`src/rtl/sfr_pkg.sv`:
```
package sfr_pkg;
  localparam int REG_W    = 8;
  localparam int NUM_REGS = 3;
  localparam int CNT_W    = $clog2(NUM_REGS + 1);

  localparam logic [REG_W-1:0] OP_WRSR  = 8'h01;
  localparam logic [REG_W-1:0] OP_WRDI  = 8'h04;
  localparam logic [REG_W-1:0] OP_RD1   = 8'h05;
  localparam logic [REG_W-1:0] OP_WREN  = 8'h06;
  localparam logic [REG_W-1:0] OP_RD3   = 8'h33;
  localparam logic [REG_W-1:0] OP_RD2   = 8'h35;
  localparam logic [REG_W-1:0] OP_VWREN = 8'h50;

  // index 0 = register 1
  localparam logic [NUM_REGS-1:0][REG_W-1:0] WR_MASK  = {8'h7F, 8'h7F, 8'hFC};
  localparam logic [NUM_REGS-1:0][REG_W-1:0] OTP_MASK = {8'h00, 8'h3C, 8'h00};
  localparam logic [NUM_REGS-1:0][REG_W-1:0] RST_VAL  = {8'h70, 8'h00, 8'h00};

  localparam int WEL_BIT  = 1;
  localparam int BUSY_BIT = 0;
  localparam int SUS_BIT  = 7;
endpackage

```
`src/rtl/sfr_frame_dec.sv`:
```
module sfr_frame_dec
  import sfr_pkg::*;
(
  input  logic                               clk_i,
  input  logic                               rst_ni,
  input  logic                               frm_start_i,
  input  logic                               byte_vld_i,
  input  logic [REG_W-1:0]                   byte_i,
  input  logic                               frm_end_i,
  output logic                               in_frame_o,
  output logic                               have_op_o,
  output logic [REG_W-1:0]                   op_o,
  output logic [CNT_W-1:0]                   cnt_o,
  output logic [NUM_REGS-1:0][REG_W-1:0]     stage_o
);
  logic take_byte;
  assign take_byte = byte_vld_i && in_frame_o && !frm_start_i && !frm_end_i;

  always_ff @(posedge clk_i or negedge rst_ni) begin
    if (!rst_ni) begin
      in_frame_o <= 1'b0;
      have_op_o  <= 1'b0;
      op_o       <= '0;
      cnt_o      <= '0;
    end else if (frm_start_i) begin
      in_frame_o <= 1'b1;
      have_op_o  <= 1'b0;
      cnt_o      <= '0;
    end else if (frm_end_i) begin
      in_frame_o <= 1'b0;
      have_op_o  <= 1'b0;
    end else if (take_byte) begin
      if (!have_op_o) begin
        op_o      <= byte_i;
        have_op_o <= 1'b1;
      end else if (cnt_o < CNT_W'(NUM_REGS)) begin
        cnt_o <= cnt_o + 1'b1;
      end
    end
  end

  for (genvar g = 0; g < NUM_REGS; g++) begin : g_stage
    always_ff @(posedge clk_i or negedge rst_ni) begin
      if (!rst_ni)
        stage_o[g] <= '0;
      else if (take_byte && have_op_o && cnt_o == CNT_W'(g))
        stage_o[g] <= byte_i;
    end
  end
endmodule

```
`src/rtl/sfr_reg_core.sv`:
```
module sfr_reg_core
  import sfr_pkg::*;
(
  input  logic                           clk_i,
  input  logic                           rst_ni,
  input  logic                           end_i,
  input  logic [REG_W-1:0]               op_i,
  input  logic [CNT_W-1:0]               cnt_i,
  input  logic [NUM_REGS-1:0][REG_W-1:0] stage_i,
  input  logic                           busy_i,
  output logic [NUM_REGS-1:0][REG_W-1:0] reg_o,
  output logic                           wel_o
);
  logic vwe_q;
  logic wr_ok;

  assign wr_ok = end_i && (op_i == OP_WRSR) && !busy_i && (wel_o || vwe_q);

  for (genvar g = 0; g < NUM_REGS; g++) begin : g_reg
    logic [REG_W-1:0] nxt;
    assign nxt = (reg_o[g] & ~WR_MASK[g])
               | (stage_i[g] & WR_MASK[g] & ~OTP_MASK[g])
               | ((reg_o[g] | stage_i[g]) & OTP_MASK[g]);
    always_ff @(posedge clk_i or negedge rst_ni) begin
      if (!rst_ni)
        reg_o[g] <= RST_VAL[g] & WR_MASK[g];
      else if (wr_ok && cnt_i > CNT_W'(g))
        reg_o[g] <= nxt;
    end
  end

  always_ff @(posedge clk_i or negedge rst_ni) begin
    if (!rst_ni) begin
      wel_o <= 1'b0;
      vwe_q <= 1'b0;
    end else if (end_i) begin
      vwe_q <= (op_i == OP_VWREN);
      if (op_i == OP_WREN)
        wel_o <= 1'b1;
      else if (op_i == OP_WRDI)
        wel_o <= 1'b0;
      else if (wr_ok && !vwe_q)
        wel_o <= 1'b0;
    end
  end
endmodule

```
`src/rtl/sfr_rd_mux.sv`:
```
module sfr_rd_mux
  import sfr_pkg::*;
(
  input  logic             in_frame_i,
  input  logic             have_op_i,
  input  logic [REG_W-1:0] op_i,
  input  logic [REG_W-1:0] sr1_i,
  input  logic [REG_W-1:0] sr2_i,
  input  logic [REG_W-1:0] sr3_i,
  output logic             rd_vld_o,
  output logic [REG_W-1:0] rd_data_o
);
  logic is_rd;
  always_comb begin
    is_rd     = 1'b1;
    rd_data_o = '0;
    unique case (op_i)
      OP_RD1:  rd_data_o = sr1_i;
      OP_RD2:  rd_data_o = sr2_i;
      OP_RD3:  rd_data_o = sr3_i;
      default: is_rd = 1'b0;
    endcase
  end
  assign rd_vld_o = in_frame_i && have_op_i && is_rd;
endmodule

```
`src/rtl/flash_status_regs.sv`:
```
module flash_status_regs
  import sfr_pkg::*;
(
  input  logic             clk_i,
  input  logic             rst_ni,
  input  logic             frm_start_i,
  input  logic             byte_vld_i,
  input  logic [REG_W-1:0] byte_i,
  input  logic             frm_end_i,
  input  logic             busy_i,
  input  logic             sus_i,
  output logic             rd_vld_o,
  output logic [REG_W-1:0] rd_data_o,
  output logic [REG_W-1:0] sr1_o,
  output logic [REG_W-1:0] sr2_o,
  output logic [REG_W-1:0] sr3_o
);
  logic                           in_frame;
  logic                           have_op;
  logic [REG_W-1:0]               op;
  logic [CNT_W-1:0]               cnt;
  logic [NUM_REGS-1:0][REG_W-1:0] stage;
  logic [NUM_REGS-1:0][REG_W-1:0] regs;
  logic                           wel;

  sfr_frame_dec u_dec (
    .clk_i, .rst_ni, .frm_start_i, .byte_vld_i, .byte_i, .frm_end_i,
    .in_frame_o(in_frame), .have_op_o(have_op), .op_o(op),
    .cnt_o(cnt), .stage_o(stage)
  );

  sfr_reg_core u_core (
    .clk_i, .rst_ni,
    .end_i(frm_end_i && have_op && !frm_start_i),
    .op_i(op), .cnt_i(cnt), .stage_i(stage), .busy_i,
    .reg_o(regs), .wel_o(wel)
  );

  always_comb begin
    sr1_o           = regs[0];
    sr1_o[WEL_BIT]  = wel;
    sr1_o[BUSY_BIT] = busy_i;
    sr2_o           = regs[1];
    sr2_o[SUS_BIT]  = sus_i;
    sr3_o           = regs[2];
  end

  sfr_rd_mux u_rd (
    .in_frame_i(in_frame), .have_op_i(have_op), .op_i(op),
    .sr1_i(sr1_o), .sr2_i(sr2_o), .sr3_i(sr3_o),
    .rd_vld_o, .rd_data_o
  );
endmodule

```
`config.mk`:
```
export PLATFORM = sky130hd
export DESIGN_NAME = flash_status_regs
export DESIGN_NICKNAME = d
export VERILOG_FILES = /design/src/rtl/sfr_pkg.sv /design/src/rtl/sfr_frame_dec.sv /design/src/rtl/sfr_reg_core.sv /design/src/rtl/sfr_rd_mux.sv /design/src/rtl/flash_status_regs.sv
export SDC_FILE = /design/constraint.sdc
export NUM_CORES = 1
export LEC_CHECK = 0
export BUFFER_PORTS_ARGS = -buffer_cell sky130_fd_sc_hd__buf_2
export CAP_MARGIN = 15
export CELL_PAD_IN_SITES_DETAIL_PLACEMENT = 2
export CELL_PAD_IN_SITES_GLOBAL_PLACEMENT = 2
export CORE_MARGIN = 2
export CORE_UTILIZATION = 40
export CTS_CLUSTER_SIZE = 28
export DETAILED_ROUTE_END_ITERATION = 10
export HOLD_SLACK_MARGIN = 0.08
export PLACE_DENSITY_LB_ADDON = 0.1
export SLEW_MARGIN = 20
export SYNTH_ARGS = -nofsm -noshare
export SYNTH_HDL_FRONTEND = slang
export SYNTH_SLANG_ARGS = --single-unit
```
`constraint.sdc`:
```
create_clock -name clk_i -period 3.4 [get_ports clk_i]
set_input_delay 0.17 -clock clk_i [delete_from_list [all_inputs] [get_ports clk_i]]
set_output_delay 0.17 -clock clk_i [all_outputs]
set_load 0.005 [all_outputs]
```
==> results.md <==
- Clock latency on the worst-skew pair: 0.31 ns
- CTS tree: yes
- Post-place instance area: 0.00275 mm2
- CTS root buf: clkbuf_8
- Critical path's top delay family: simple AND/OR/NAND/NOR gates
- DR top layer: met4
- I/O Buffers: 46
- Synth Flop Type: dfrtp_1
- Type of the tightest min-delay check: primary input to register
- Peak VDD IR: 0.000207 V
- Area delta synth->final: 15.1%
- First-pass GRT wire length: 10700 um
- Commonest non-fill, non-tap cell in the layout: dfrtp_1
- Total Power: 1.20 mW
- Routed met3 length: 237 um
- Hpwl dp: 4840 um
- ANT cells: 0
- Unique masters post-synth: 44
- DR pass1 iterations: 4
- Via-per-instance ratio: 5.52
- Endpoint of the worst register-to-register path: u_core.reg_o[9]$_DFFE_PN0P_
- Final non-filler cell total: 310
- Clock Skew: 0.0113 ns
- Starting DRT DRC Count: 90
- Layout cells sized above 1: 46.0%
- WP data arrival: 2.53 ns
- Die Y: 82.6 um
- Routed WL: 6720 um
- Vias in the first global route: 1894
- I/O pins: 48
- Fin area: 0.00285 mm2
- CTS Buffer Depth: 2
- Worst Setup End Kind: output pin
- Grt ovf: 0
- Final Cycle Share: 79.3%
- Mean area per synthesized cell: 13.3 um2
- CTS Sinks: 54
- Setup TNS: 0 ns
- Maxcap violations: 0
- Setup WS post-layout: 0.704 ns
- Worst-path fanout max: 8
- CTS HTree Levels: 2
- Critical Path Max Stage Delay: 0.78 ns
- Final min period: 2.70 ns
- Met1 wire length: 2740 um
- Slew Viols, Final: 0
- Cell-by-cell trace of the critical path: or4bb_1, nor2_1, a22oi_1, nand2_1, buf_2
- Synth area leaders: dfrtp_1, mux2_2, mux2_4
- Worst hold endpoint: u_dec.op_o[7]$_DFFE_PN0P_
- Register bit total from synthesis: 54
- Unrepaired setup endpoints after global routing: false
- Die X: 82.6 um
- Initial antenna violation count: 0
- GPL Wtd Cong: 0.830
- Num CTS Buffers: 5
- Commonest cells after routing, fill and taps aside: dfrtp_1, buf_2, mux2_2, nand2_1, nor2_1
- WP data required: 3.23 ns
- Power Dens Cells: 421 mW/mm2
- Ys Warns: 0
- Gate Count Post-Synth: 186
- Worst-margin pin slew: 0.976 ns
- Slew HR: 34.7%
- Vias: 1710
- Hold_sp: byte_i[7]
- CP bufs+invs: 1
- Final hold vios: 0
- Asr flop ratio synth: 100%
- Total setup buffers inserted after CTS: 0
- Area leader, netlist: dfrtp_1
- Max Freq: 371 MHz
- Netlist Area Pre-Place: 0.00247 mm2
- Final hold slack: 0.0988 ns
- Clk slew on worst S/H paths: 0.10 ns
- CP Launch Type: register
- Total GRT Usage: 22.2%
- Run status: complete, no violations
- DRC violation count after routing: 0
- Inst Count DP: 301
- Starting density of the core: 41.5%
- Wirelength per Cell: 21.7 um
- Sequential area share after synthesis: 54.8%
- CORE AREA: 0.00596 mm2
- Leak Pwr: 1.50 nW
- CP max-delay cell: nor2_1
- Critical Path Stages: 5
- Nets: 253
- Core Util, Final: 47.8%
- Kind of critical path: register to output pin
- R2R Setup Slk: 1.12 ns
- Core Rows: 28
- DP Worst Slack: 1.02 ns
- Largest net degree at the start of global routing: 47
- Final setup fails: 0
- Post-synth EDFFs: 0
- Met2 WL post-DR: 3670 um
- Die ar.: 0.00683 mm2
- DRT antenna net count: 0
- Share of the synthesized area in the top cell type: 51.6%
- Worst r2r src: u_dec.op_o[3]$_DFFE_PN0P_
- WHS Path Cells: 2
- Syn_nets: 205
- Reg2Reg Depth: 4
what timing repair did:
action                                 4_1_cts  5_1_grt
endpoints found under the hold margin       42        0
gates resized for setup                      0        0
hold buffers                                 1        0
registers in the layout, indices dropped and copies added, names as in the netlist:
name,cells
u_core.reg_o,20
u_dec.stage_o,20
u_core.wel_o,1
u_core.vwe_q,1
u_dec.op_o,8
u_dec.cnt_o,2
u_dec.in_frame_o,1
u_dec.have_op_o,1
cells in the mapped netlist, types with 2 or more instances:
cell type  instances
mux2_2            35
mux2_4             6
a21o_1             5
buf_4              5
dfrtp_1           51
inv_1              4
nand3_1            2
mux2_1             3
nor3_1             2
nand2_1           19
a21oi_1            2
ha_1               4
or4bb_1            2
dfstp_2            3
nor2_1             9
a22oi_1            6
worst reg2reg max path, cell delays in order (launching register included):
cell and delay, ns:
dfrtp_1 0.44, or2_2 0.36, nor4_2 0.38, and4b_1 0.59, mux2_1 0.39
logic make-up (layout without fill, tap and decap cells):
family / after synthesis / count (layout) / share of synthesized area [%]
DFF: 54 / 54 / 54.8
muxes: 44 / 44 / 20.9
adders and majority gates: 4 / 4 / 2.02
xor gates and xnor gates: 1 / 1 / 0.354
other: 1 / 1 / 0.152
AOI/OAI and AO/OA: 19 / 19 / 5.82
and+or+nand+nor: 52 / 52 / 13.0
buffers and inverters: 11 / 60 / 2.93
layout make-up:
cell class / instances / area, um2
clock buffer: 5 / 68.8
timing repair buffer: 48 / 250
clock inverter: 3 / 18.8
fill: 616 / 3110
inverter: 4 / 15.0
multi-input combinational: 121 / 1050
tap: 75 / 93.8
sequential: 54 / 1360
worst max path at each step:
| stage | startpoint | endpoint | slack, ns |
|---|---|---|---|
| finish | u_dec.op_o[1]$_DFFE_PN0P_ | rd_data_o[4] | 0.70 |
| global route | u_dec.op_o[6]$_DFFE_PN0P_ | rd_data_o[5] | 0.56 |
| CTS | u_dec.op_o[6]$_DFFE_PN0P_ | rd_data_o[4] | 0.66 |
| detailed placement | u_dec.op_o[6]$_DFFE_PN0P_ | rd_data_o[4] | 1.02 |
| global placement | u_dec.op_o[1]$_DFFE_PN0P_ | rd_data_o[1] | 1.09 |
| floorplan | u_dec.op_o[4]$_DFFE_PN0P_ | u_core.reg_o[2]$_DFFE_PN0P_ | 1.52 |
where the power goes:
group | leakage (nW) | switching, mW | internal, mW
clock network | 0.0483 | 0.221 | 0.146
logic | 0.736 | 0.0602 | 0.0557
registers | 0.715 | 0.0380 | 0.678
per-layer routing:
metal  vias to the layer above  track usage (%)
met5                         -                0
met4                         0             6.39
met3                         8             4.02
met2                        40             41.0
met1                       902             26.1
li1                        760                -
Note: power is estimated with default switching activity, not from simulation.
